[config.mk]
export PLATFORM = sky130hd
export DESIGN_NAME = shared_prescale_timer_wdt
export DESIGN_NICKNAME = d
export VERILOG_FILES = /design/src/rtl/tw_pkg.sv /design/src/rtl/tw_pin_edge.sv /design/src/rtl/tw_prescaler.sv /design/src/rtl/tw_timer.sv /design/src/rtl/tw_wdt.sv /design/src/rtl/shared_prescale_timer_wdt.sv
export SDC_FILE = /design/constraint.sdc
export NUM_CORES = 1
export LEC_CHECK = 0
export BUFFER_PORTS_ARGS = -buffer_cell sky130_fd_sc_hd__buf_2
export CAP_MARGIN = 20
export CORE_MARGIN = 2
export CORE_UTILIZATION = 55
export CTS_BUF_LIST = sky130_fd_sc_hd__clkbuf_16
export DETAILED_ROUTE_END_ITERATION = 7
export GPL_TIMING_DRIVEN = 0
export PLACE_DENSITY = 0.74
export SYNTH_ARGS = -nofsm -noshare
export SYNTH_HDL_FRONTEND = slang
export SYNTH_SLANG_ARGS = --single-unit
[constraint.sdc]
create_clock -name clk -period 4.3 [get_ports clk]
set_clock_uncertainty 0.2 [all_clocks]
set_input_delay 0.43 -clock clk [delete_from_list [all_inputs] [get_ports clk]]
set_output_delay 0.43 -clock clk [all_outputs]
set_load 0.03 [all_outputs]
[src/rtl/tw_pkg.sv]
package tw_pkg;

   // Select inputs that steer events; any change masks one cycle of counting.
   typedef struct packed {
      logic to_tmr;
      logic src_int;
      logic fall;
   } tw_cfg_t;

endpackage

[src/rtl/tw_pin_edge.sv]
module tw_pin_edge #(
   parameter int SYNC_STAGES = 2
) (
   input  logic clk,
   input  logic rst_n,
   input  logic pin,
   input  logic fall,
   input  logic hold,
   output logic edge_o
);

   logic [SYNC_STAGES-1:0] sync_q;
   logic [SYNC_STAGES:0]   arm_q;
   logic                   prev_q;
   logic                   cur;
   logic                   rise_ev;
   logic                   fall_ev;

   for (genvar i = 0; i < SYNC_STAGES; i++) begin : g_sync
      if (i == 0) begin : g_first
         always_ff @(posedge clk or negedge rst_n) begin
            if (!rst_n) sync_q[i] <= 1'b0;
            else        sync_q[i] <= pin;
         end
      end else begin : g_next
         always_ff @(posedge clk or negedge rst_n) begin
            if (!rst_n) sync_q[i] <= 1'b0;
            else        sync_q[i] <= sync_q[i-1];
         end
      end
   end

   assign cur = sync_q[SYNC_STAGES-1];

   // The previous sample always tracks the current one, so an edge needs a real
   // pin change; the arm chain hides the fill of the synchronizer after reset.
   always_ff @(posedge clk or negedge rst_n) begin
      if (!rst_n) begin
         prev_q <= 1'b0;
         arm_q  <= '0;
      end else begin
         prev_q <= cur;
         arm_q  <= {arm_q[SYNC_STAGES-1:0], 1'b1};
      end
   end

   assign rise_ev = cur & ~prev_q;
   assign fall_ev = ~cur & prev_q;
   assign edge_o  = arm_q[SYNC_STAGES] & ~hold & (fall ? fall_ev : rise_ev);

endmodule

[src/rtl/tw_prescaler.sv]
module tw_prescaler #(
   parameter int PS_W   = 8,
   parameter int RATE_W = 4
) (
   input  logic              clk,
   input  logic              rst_n,
   input  logic              clr,
   input  logic              tick_in,
   input  logic [RATE_W-1:0] rate,
   output logic              tick_out
);

   logic [PS_W-1:0] cnt_q;
   logic [PS_W-1:0] mask;

   always_comb begin
      for (int i = 0; i < PS_W; i++) begin
         mask[i] = (i < int'(rate));
      end
   end

   // Output on the event that completes a 2^k group of inputs.
   assign tick_out = ~clr & tick_in & ((cnt_q & mask) == mask);

   always_ff @(posedge clk or negedge rst_n) begin
      if (!rst_n)       cnt_q <= '0;
      else if (clr)     cnt_q <= '0;
      else if (tick_in) cnt_q <= cnt_q + 1'b1;
   end

endmodule

[src/rtl/tw_timer.sv]
module tw_timer #(
   parameter int TMR_W = 8
) (
   input  logic             clk,
   input  logic             rst_n,
   input  logic             tick,
   output logic [TMR_W-1:0] val,
   output logic             ovf
);

   always_ff @(posedge clk or negedge rst_n) begin
      if (!rst_n) begin
         val <= '0;
         ovf <= 1'b0;
      end else begin
         ovf <= tick & (&val);
         if (tick) val <= val + 1'b1;
      end
   end

endmodule

[src/rtl/tw_wdt.sv]
module tw_wdt #(
   parameter int WDT_W    = 8,
   parameter int BASE_DIV = 16
) (
   input  logic clk,
   input  logic rst_n,
   input  logic clr,
   input  logic cnt_tick,
   output logic base_tick,
   output logic rst_req
);

   localparam int               BASE_W   = $clog2(BASE_DIV);
   localparam logic [BASE_W-1:0] DIV_LAST = BASE_W'(BASE_DIV - 1);

   logic [BASE_W-1:0] div_q;
   logic [WDT_W-1:0]  cnt_q;

   assign base_tick = ~clr & (div_q == DIV_LAST);

   always_ff @(posedge clk or negedge rst_n) begin
      if (!rst_n)                 div_q <= '0;
      else if (clr)               div_q <= '0;
      else if (div_q == DIV_LAST) div_q <= '0;
      else                        div_q <= div_q + 1'b1;
   end

   always_ff @(posedge clk or negedge rst_n) begin
      if (!rst_n) begin
         cnt_q   <= '0;
         rst_req <= 1'b0;
      end else if (clr) begin
         cnt_q   <= '0;
         rst_req <= 1'b0;
      end else begin
         rst_req <= cnt_tick & (&cnt_q);
         if (cnt_tick) cnt_q <= cnt_q + 1'b1;
      end
   end

endmodule

[src/rtl/shared_prescale_timer_wdt.sv]
module shared_prescale_timer_wdt
   import tw_pkg::*;
#(
   parameter int  TMR_W       = 8,
   parameter int  PS_W        = 8,
   parameter int  WDT_W       = 8,
   parameter int  BASE_DIV    = 16,
   parameter int  SYNC_STAGES = 2,
   localparam int RATE_W      = $clog2(PS_W + 1)
) (
   input  logic              clk,
   input  logic              rst_n,
   input  logic              ps_to_tmr,
   input  logic              src_int,
   input  logic              edge_fall,
   input  logic [RATE_W-1:0] rate,
   input  logic              ext_pin,
   input  logic              wdt_clr,
   output logic [TMR_W-1:0]  tmr_val,
   output logic              tmr_ovf,
   output logic              wdt_rst
);

   if (TMR_W < 2) begin : g_bad_tmr
      $error("TMR_W must be at least 2");
   end
   if (PS_W < 1) begin : g_bad_ps
      $error("PS_W must be at least 1");
   end
   if (WDT_W < 2) begin : g_bad_wdt
      $error("WDT_W must be at least 2");
   end
   if (BASE_DIV < 2) begin : g_bad_div
      $error("BASE_DIV must be at least 2");
   end
   if (SYNC_STAGES < 2) begin : g_bad_sync
      $error("SYNC_STAGES must be at least 2");
   end

   localparam logic [RATE_W-1:0] RATE_MAX = RATE_W'(PS_W);

   tw_cfg_t          cfg_now;
   tw_cfg_t          cfg_q;
   logic             cfg_valid_q;
   logic             cfg_chg;
   logic             asg_chg;
   logic [RATE_W-1:0] rate_c;
   logic             ext_edge;
   logic             src_tick;
   logic             base_tick;
   logic             ps_in;
   logic             ps_out;
   logic             ps_clr;
   logic             tmr_tick;
   logic             wdt_tick;

   assign cfg_now = '{to_tmr: ps_to_tmr, src_int: src_int, fall: edge_fall};

   always_ff @(posedge clk or negedge rst_n) begin
      if (!rst_n) begin
         cfg_q       <= '0;
         cfg_valid_q <= 1'b0;
      end else begin
         cfg_q       <= cfg_now;
         cfg_valid_q <= 1'b1;
      end
   end

   // A select change masks all counting for one cycle; an owner change also
   // restarts the prescaler.
   assign cfg_chg = cfg_valid_q & (cfg_now != cfg_q);
   assign asg_chg = cfg_valid_q & (cfg_now.to_tmr != cfg_q.to_tmr);
   assign rate_c  = (rate > RATE_MAX) ? RATE_MAX : rate;

   tw_pin_edge #(
      .SYNC_STAGES (SYNC_STAGES)
   ) u_edge (
      .clk    (clk),
      .rst_n  (rst_n),
      .pin    (ext_pin),
      .fall   (edge_fall),
      .hold   (cfg_chg),
      .edge_o (ext_edge)
   );

   assign src_tick = src_int ? 1'b1 : ext_edge;
   assign ps_in    = ~cfg_chg & (ps_to_tmr ? src_tick : base_tick);
   assign ps_clr   = wdt_clr | asg_chg;

   tw_prescaler #(
      .PS_W   (PS_W),
      .RATE_W (RATE_W)
   ) u_ps (
      .clk      (clk),
      .rst_n    (rst_n),
      .clr      (ps_clr),
      .tick_in  (ps_in),
      .rate     (rate_c),
      .tick_out (ps_out)
   );

   assign tmr_tick = ~cfg_chg & (ps_to_tmr ? ps_out : src_tick);
   assign wdt_tick = ~cfg_chg & (ps_to_tmr ? base_tick : ps_out);

   tw_timer #(
      .TMR_W (TMR_W)
   ) u_tmr (
      .clk   (clk),
      .rst_n (rst_n),
      .tick  (tmr_tick),
      .val   (tmr_val),
      .ovf   (tmr_ovf)
   );

   tw_wdt #(
      .WDT_W    (WDT_W),
      .BASE_DIV (BASE_DIV)
   ) u_wdt (
      .clk       (clk),
      .rst_n     (rst_n),
      .clr       (wdt_clr),
      .cnt_tick  (wdt_tick),
      .base_tick (base_tick),
      .rst_req   (wdt_rst)
   );

endmodule

==> results of run 1 <==
## area by class of cell
class,count,share of cell area (%)
Clock inverter,3,0.580
Inverter,5,0.870
Sequential cell,39,45.2
Clock buffer,5,5.80
Tap cell,46,2.67
Buffer,4,1.80
Timing Repair Buffer,20,4.64
Multi-Input combinational cell,119,38.4
## metrics by stage
step	cell area [µm²]	hold WS, ns	setup WS (ns)
2_1_floorplan	1860	-0.0656	2.13
3_3_place_gp	2020	0.131	1.81
3_5_place_dp	2020	0.139	1.75
4_1_cts	2160	0.0516	1.92
5_1_grt	2160	0.0465	1.81
6_report	2160	0.0550	1.95
## worst max-delay path, cell delays in order, from the launching register on
cell     delay (ns)
dfrtp_1        0.37
xor2_1         0.17
a21o_1         0.20
buf_6          0.14
a21oi_4        0.12
a41oi_2        0.18
buf_6          0.20
nor3_1         0.28
mux2_2         0.38
## power by group through the flow
stage	registers [µW]	logic (µW)	clock network, µW
after floorplan	479	60.9	0
after global placement	433	156	0
after detailed placement	436	160	0
after CTS	431	162	350
after global routing	436	174	369
final	431	160	341
## metal layers
metal	GRT usage, %	up-vias
met4	9.72	0
met2	34.4	21
met5	0	-
met3	5.25	8
met1	24.2	691
li1	-	654
## worst paths after layout
kind | endpoint | depth (start not counted) | startpoint | slack (ns)
setup / recovery | u_wdt.cnt_q[2] | 8 | cfg_q[2] | 1.95
hold / removal | u_wdt.cnt_q[4] | 1 | rst_n | 0.06
setup reg to reg | u_wdt.cnt_q[2] | 8 | cfg_q[2] | 1.95
hold reg to reg | u_edge.arm_q[2] | 0 | u_edge.arm_q[1] | 0.15
max in group asynchronous | u_ps.cnt_q[5] | 1 | rst_n | 3.31
min in group clk | u_edge.sync_q[0] | 1 | ext_pin | 0.06
## state kept, by name (all words and copies together) (netlist names)
signal / count
cfg_q: 3
u_edge.arm_q: 3
u_edge.cur: 1
u_edge.prev_q: 1
u_edge.sync_q: 1
u_ps.cnt_q: 8
u_tmr.ovf: 1
u_tmr.val: 8
u_wdt.cnt_q: 8
u_wdt.div_q: 4
u_wdt.rst_req: 1
## synth_stat cells (3+ instances only)
library cell / count
buf_6: 3
nor4_1: 3
dfrtp_1: 39
o31ai_1: 4
inv_1: 5
ha_1: 4
nand3_1: 8
mux2_2: 3
or4_1: 3
and3_1: 3
a21oi_1: 9
nor2_1: 16
nor2b_1: 3
nand2_1: 8
xor2_1: 16
o21ai_0: 4
## cell families after synthesis
family / synth area share (%)
adders and majority gates: 2.69
muxes: 2.35
other: 0.201
and+or+nand+nor: 19.7
xor gates and xnor gates: 8.46
buffers and inverters: 3.09
DFF: 52.4
AOI/OAI and AO/OA: 11.1
==> results.json, run 1 <==
{
  "overflow": 0,
  "syn_inst": 167,
  "root_buffer": "clkbuf_16",
  "cts_buffers": 5,
  "seqPwrFrac_pct": 46.2,
  "first_pass_iters": 4,
  "finalPower_uw": 932,
  "syn_to_final_growth_pct": 15.8,
  "die_height_um": 62.2,
  "dieArea_um2": 3870,
  "dp_cells": 233,
  "syn_area_um2": 1860,
  "cts_setup_buffers": 0,
  "worstHoldPathType": "in2async",
  "num_vias": 1374,
  "drt_iter0_drc": 70,
  "yosysWarnings": 0,
  "antenna_found_initial": 0,
  "cap_violations": 0,
  "boundaryPins": 21,
  "via_per_inst": 5.70,
  "wl_met2_mm": 1.68,
  "ys_seq_area_share_pct": 52.4,
  "initial_core_util_pct": 56.7,
  "ys.flop_type": "dfrtp_1",
  "core-area_um2": 3280,
  "grt_usage_pct": 20.3,
  "grt_start_max_net_pins": 40,
  "register_area_um2": 976,
  "grt_pass1_vias": 1409,
  "fin_crit_sh_pct": 54.6,
  "switching_share_pct": 28.9,
  "cp_max_fo": 10,
  "final_cell_mix": "39 x dfrtp_1, 21 x buf_2, 16 x nor2_1, 16 x xor2_1, 9 x a21oi_1",
  "cts-resized-gates": 0,
  "fin_tns_setup_ns": 0,
  "start_kind": "flip-flop",
  "fillers": 267,
  "dp_hpwl_mm": 2.33,
  "synth_cell_type_count": 41,
  "setup_viol": 0,
  "cts_tree": "yes",
  "synth_top_area_cell": "dfrtp_1",
  "critPathRequiredTime_ns": 4.26,
  "met1Wirelength_mm": 1.53,
  "ant_nets": 0,
  "wl_per_cell_um": 14.2,
  "grt_pass1_wl_mm": 6.16,
  "drc_errors": 0,
  "hold_violations": 0,
  "outcome": "complete, no violations",
  "diodes": 0,
  "rows": 21,
  "synth-edff-count": 0,
  "syn-num-nets": 182,
  "netlist.area_leader.share_pct": 52.4,
  "arrival_ns": 2.31,
  "ys_top_cells_by_area": "dfrtp_1 52%, xor2_1 7.5%, nor2_1 3.2%",
  "timing.slew.headroom_pct": 43.5,
  "top_layer": "met4",
  "clock-sinks": 39,
  "synth_seq_cells": 39,
  "drive_above_1_share_pct": 20.0,
  "fmax_mhz": 426,
  "pwr-share-comb_pct": 17.2,
  "cts_hold_buf": 0,
  "wl_mm": 3.42,
  "finalWeightedCongestion": 0.810,
  "slew_viol_final": 0,
  "rsz0062_at_grt": "false",
  "power.leakage_uw": 0.00100,
  "powerDensity_nw_per_um2": 432,
  "ctsLongestPathBuffers": 2,
  "met3_length_um": 128,
  "final_common_cell": "dfrtp_1",
  "timing.final.crit_period_ns": 2.35,
  "clkTransAtPathRegs_ns": 0.05,
  "utilization_pct": 65.7,
  "io_buffers": 20,
  "power.switching_uw": 269,
  "worst_pin_slew_ns": 0.847,
  "dieWidth_um": 62.2,
  "fin_nets": 209,
  "clockPowerShare_pct": 36.6,
  "peakVddDrop_mv": 0.330,
  "ys_async_sr_fraction_pct": 100,
  "crit_type": "reg2reg",
  "crit_path_end_kind": "flip-flop",
  "p_int_uw": 663,
  "layout.cells.non_filler": 241,
  "avgSynthCellArea_um2": 11.2,
  "multi_input_area_um2": 830,
  "htree_levels": 2,
  "clock_latency_ns": 0.28
}
No activity file was read; power rests on OpenSTA's default activity.
==> inputs of run 2 (changes only) <==
- clock period: 4.3 -> 2.21 ns (I/O delays scaled with it)
==> results.json, run 2 (same netlist as run 1, synthesis figures left out) <==
{
  "setup_viol": 0,
  "drive_above_1_share_pct": 28.2,
  "cts_tree": "yes",
  "crit_slowest_cell": "or4b_1",
  "dieWidth_um": 62.2,
  "htree_levels": 2,
  "fmax_mhz": 456,
  "antenna_found_initial": 0,
  "clkTransAtPathRegs_ns": 0.06,
  "finalWeightedCongestion": 0.810,
  "cp_max_fo": 6,
  "rsz0062_at_grt": "true",
  "cp_top_family": "simple AND/OR/NAND/NOR gates",
  "root_buffer": "clkbuf_16",
  "use_met2_pct": 34.9,
  "crit_type": "reg2reg",
  "crit_path_end_kind": "flip-flop",
  "reg2reg_depth": 6,
  "worstPathCellList": "and4_1 > o21bai_2 > a41oi_4 > buf_6 > or4b_1 > a21oi_1",
  "preCtsSetupSlack_ns": -0.129,
  "worstHoldStart": "u_edge.arm_q[1]",
  "whs_path_depth": 0,
  "dieArea_um2": 3870,
  "cp.buffers_inverters": 1,
  "top_regs": "u_ps.cnt_q x8, u_tmr.val x8, u_wdt.cnt_q x8",
  "drt_iter0_drc": 77,
  "busiest_layer": "met2",
  "power.leakage_uw": 0.00108,
  "start_kind": "flip-flop",
  "worst-path-stages": 6,
  "fin_tns_setup_ns": 0,
  "syn_to_final_growth_pct": 27.0,
  "via_per_inst": 5.75,
  "final_cell_mix": "39 x dfrtp_1, 21 x buf_2, 16 x xor2_1, 15 x nor2_1",
  "slew_viol_final": 0,
  "io_buffers": 20,
  "peakVddDrop_mv": 0.662,
  "fin_crit_sh_pct": 99.3,
  "outcome": "complete, no violations",
  "cts_buffers": 5,
  "rows": 21,
  "initial_core_util_pct": 56.7,
  "wl_mm": 3.72,
  "clock-sinks": 39,
  "grt_usage_pct": 21.6,
  "critPathLaunch": "u_ps.cnt_q[2]",
  "dp_hpwl_mm": 2.33,
  "diodes": 0,
  "worst_slack_ns": 0.0165,
  "fin_nets": 220,
  "core-area_um2": 3280,
  "timing.slew.headroom_pct": 43.6,
  "first_pass_iters": 4,
  "timing.final.crit_period_ns": 2.19,
  "grt_pass1_wl_mm": 6.58,
  "globalRouteMet3Util_pct": 5.25,
  "finalPower_uw": 1860,
  "cap_violations": 0,
  "hold_violations": 0,
  "holdWs_ns": 0.148,
  "ant_nets": 0,
  "boundaryPins": 21,
  "reg2reg_from": "u_ps.cnt_q[2]",
  "num_vias": 1450,
  "drc_errors": 0,
  "powerDensity_nw_per_um2": 784,
  "wl_per_cell_um": 14.7,
  "worst_pin_slew_ns": 0.846,
  "ctsLongestPathBuffers": 2,
  "clock_latency_ns": 0.28,
  "worstHoldPathType": "reg2reg",
  "met1_usage_pct": 27.4,
  "final_common_cell": "dfrtp_1",
  "crit_path_max_incr_delay_ns": 0.50,
  "grt_pass1_vias": 1448,
  "grt_start_max_net_pins": 40,
  "die_height_um": 62.2,
  "critPathRequiredTime_ns": 2.21,
  "overflow": 0,
  "arrival_ns": 2.20
}
run 2: worst register-to-register path: stages (launching register included):
cell and delay [ns]:
dfrtp_1 0.45, and4_1 0.27, o21bai_2 0.19, a41oi_4 0.19, buf_6 0.17, or4b_1 0.50, a21oi_1 0.15
run 2: layer usage:
layer | vias to the layer above | wire length, µm
met4 | 0 | 116
met3 | 13 | 146
met1 | 718 | 1680
li1 | 679 | -
met2 | 40 | 1770
met5 | - | 0
run 2: path summary, 6_finish.rpt:
kind                              endpoint  slack [ns]
hold / removal             u_edge.arm_q[2]        0.15
max in group asynchronous   u_wdt.div_q[1]        0.89
min in group asynchronous   u_wdt.cnt_q[4]        0.39
setup reg to reg            u_wdt.cnt_q[6]        0.02
setup / recovery            u_wdt.cnt_q[6]        0.02
hold reg to reg            u_edge.arm_q[2]        0.15
run 2: what timing repair did:
item	CTS	global route
hold endpoints to repair	43	0
pin swaps	3	8
endpoints found under the setup margin	11	19
buffers inserted	2	4
gates cloned	1	0
hold buffers	5	0
gates resized for setup	5	14
run 2: report_power, final:
part           leakage, µW  total (µW)  internal, µW  switching, µW
registers         0.000510         839           775           63.9
clock network    0.0000762         667           407            260
logic             0.000494         349           126            223
total              0.00108        1860          1310            547
run 2: metrics by stage:
stage / area [µm²] / util, % / cells
6_report: 2370 / 72.0 / 252
5_1_grt: 2370 / 72.0 / 252
4_1_cts: 2260 / 68.8 / 249
3_5_place_dp: 2020 / 61.5 / 233
3_3_place_gp: 2020 / 61.5 / 233
2_1_floorplan: 1860 / - / 167
run 2: final cells by class:
| cell class | count | area (µm²) |
|---|---|---|
| Sequential cell | 39 | 976 |
| Multi-Input combinational cell | 119 | 942 |
| Fill cell | 234 | 918 |
| Timing Repair Buffer | 32 | 200 |
| Clock buffer | 5 | 125 |
| Tap cell | 46 | 57.6 |
| Buffer | 3 | 33.8 |
| Inverter | 5 | 18.8 |
| Clock inverter | 3 | 12.5 |
==> inputs of run 3 (changes only) <==
- CORE_UTILIZATION: 55 -> 44
- PLACE_DENSITY: 0.74 -> 0.61
==> results.json, run 3 (same netlist as run 1, synthesis figures left out) <==
{
  "clock_latency_ns": 0.27,
  "ant_nets": 0,
  "cts_buffers": 5,
  "cp_max_fo": 6,
  "power.leakage_uw": 0.00108,
  "initial_core_util_pct": 46.2,
  "cts_tree": "yes",
  "critPathRequiredTime_ns": 2.21,
  "dieArea_um2": 4770,
  "diodes": 0,
  "crit_path_end_kind": "flip-flop",
  "clkTransAtPathRegs_ns": 0.05,
  "boundaryPins": 21,
  "wl_mm": 3.86,
  "die_height_um": 69.1,
  "peakVddDrop_mv": 0.695,
  "dieWidth_um": 69.1,
  "drc_errors": 0,
  "timing.final.crit_period_ns": 2.15,
  "hold_violations": 1,
  "cp_top_family": "compound AO/OA/AOI/OAI gates",
  "worstHoldStart": "ps_to_tmr",
  "grt_start_max_net_pins": 40,
  "root_buffer": "clkbuf_16",
  "fin_crit_sh_pct": 97.5,
  "worstPathCellList": "xor2_2 > a21o_1 > a21oi_4 > a41oi_4 > buf_6 > or4b_4 > a21oi_2",
  "fmax_mhz": 464,
  "antenna_found_initial": 0,
  "drive_above_1_share_pct": 32.7,
  "finalWeightedCongestion": 0.820,
  "finalPower_uw": 1980,
  "cp.buffers_inverters": 1,
  "clock-sinks": 39,
  "dp_hpwl_mm": 2.47,
  "holdWs_ns": -0.00294,
  "drt_iter0_drc": 61,
  "crit_path_max_incr_delay_ns": 0.48,
  "rsz0062_at_grt": "true",
  "via_per_inst": 5.64,
  "top_regs": "u_ps.cnt_q x8, u_tmr.val x8, u_wdt.cnt_q x8",
  "grt_pass1_wl_mm": 6.42,
  "io_buffers": 20,
  "worstHoldPathType": "in2reg",
  "rows": 23,
  "first_pass_iters": 4,
  "syn_to_final_growth_pct": 30.5,
  "crit_slowest_cell": "or4b_4",
  "fillers": 341,
  "fin_nets": 219,
  "outcome": "complete, but fails checks",
  "overflow": 0,
  "setup_viol": 0,
  "core-area_um2": 4030,
  "place_area_um2": 2030,
  "htree_levels": 2,
  "multi_input_area_um2": 983,
  "num_vias": 1439,
  "worst_pin_slew_ns": 0.867,
  "grt_usage_pct": 16.7,
  "timing.slew.headroom_pct": 42.2,
  "powerDensity_nw_per_um2": 813,
  "reg2reg_from": "cfg_q[2]",
  "fin_area_um2": 2430,
  "crit_type": "reg2reg",
  "wl_per_cell_um": 15.1,
  "cts_hold_buf": 4,
  "violations": "negative hold slack",
  "slew_viol_final": 0,
  "final_cell_mix": "37 x dfrtp_1, 21 x buf_2, 15 x nor2_1, 15 x xor2_1",
  "final_common_cell": "dfrtp_1",
  "start_kind": "flip-flop",
  "cap_violations": 0,
  "ctsLongestPathBuffers": 2,
  "arrival_ns": 2.16,
  "critPathLaunch": "cfg_q[2]",
  "register_area_um2": 978,
  "grt_pass1_vias": 1458
}
-- run 3: worst register-to-register path, cell delays in order, from the launching register on --
cell	delay (ns)
dfrtp_1	0.39
xor2_2	0.18
a21o_1	0.21
a21oi_4	0.16
a41oi_4	0.17
buf_6	0.18
or4b_4	0.48
a21oi_2	0.12
-- run 3: stage by stage --
stage	cells	utilization, %	TNS, ns	worst slack, ns	hold WS [ns]
final	255	60.3	0	0.0551	-0.00294
after global routing	255	60.3	-0.133	-0.0452	-0.0112
after CTS	251	56.9	-0.247	-0.0617	-0.0278
after detailed placement	237	50.3	-0.778	-0.148	0.131
after global placement	237	50.3	-0.289	-0.107	0.131
after floorplan	167	-	0	0.0976	-0.275
-- run 3: final timing paths --
path | endpoint | slack (ns) | cells past startpoint
setup / recovery | u_wdt.cnt_q[6] | 0.06 | 7
hold / removal | cfg_q[2] | -0.003 | 1
setup reg to reg | u_wdt.cnt_q[6] | 0.06 | 7
hold reg to reg | u_edge.arm_q[2] | 0.15 | 0
max in group asynchronous | u_ps.cnt_q[2] | 0.81 | 2
min in group asynchronous | u_wdt.cnt_q[6] | 0.41 | 2
-- run 3: report_power, final --
group	internal [µW]	switching, µW	leakage (µW)
clock network	525	256	0.0000812
registers	775	63.3	0.000507
logic	126	230	0.000496
-- run 3: layout make-up --
type	instances	area share (%)
flip-flops and latches	39	40.2
clock buffers	5	5.15
plain buffers	3	1.39
multi-input cells	119	40.5
inverters	5	0.772
well taps	50	2.57
clock inverters	3	1.60
repair buffers	31	7.82
-- run 3: timing repair --
item,in CTS,in global routing
gates cloned,1,0
endpoints found under the setup margin,17,20
pin swaps,3,8
endpoints found under the hold margin,43,1
resized for setup,9,22
buffers inserted,1,5
-- run 3: per-layer routing --
| layer | global-route usage, % | part of all wire [%] | up-vias |
|---|---|---|---|
| li1 | - | - | 676 |
| met1 | 21.8 | 44 | 722 |
| met2 | 25.5 | 50 | 37 |
| met3 | 5.12 | 4.4 | 4 |
| met4 | 7.63 | 0.93 | 0 |
| met5 | 0 | 0 | - |
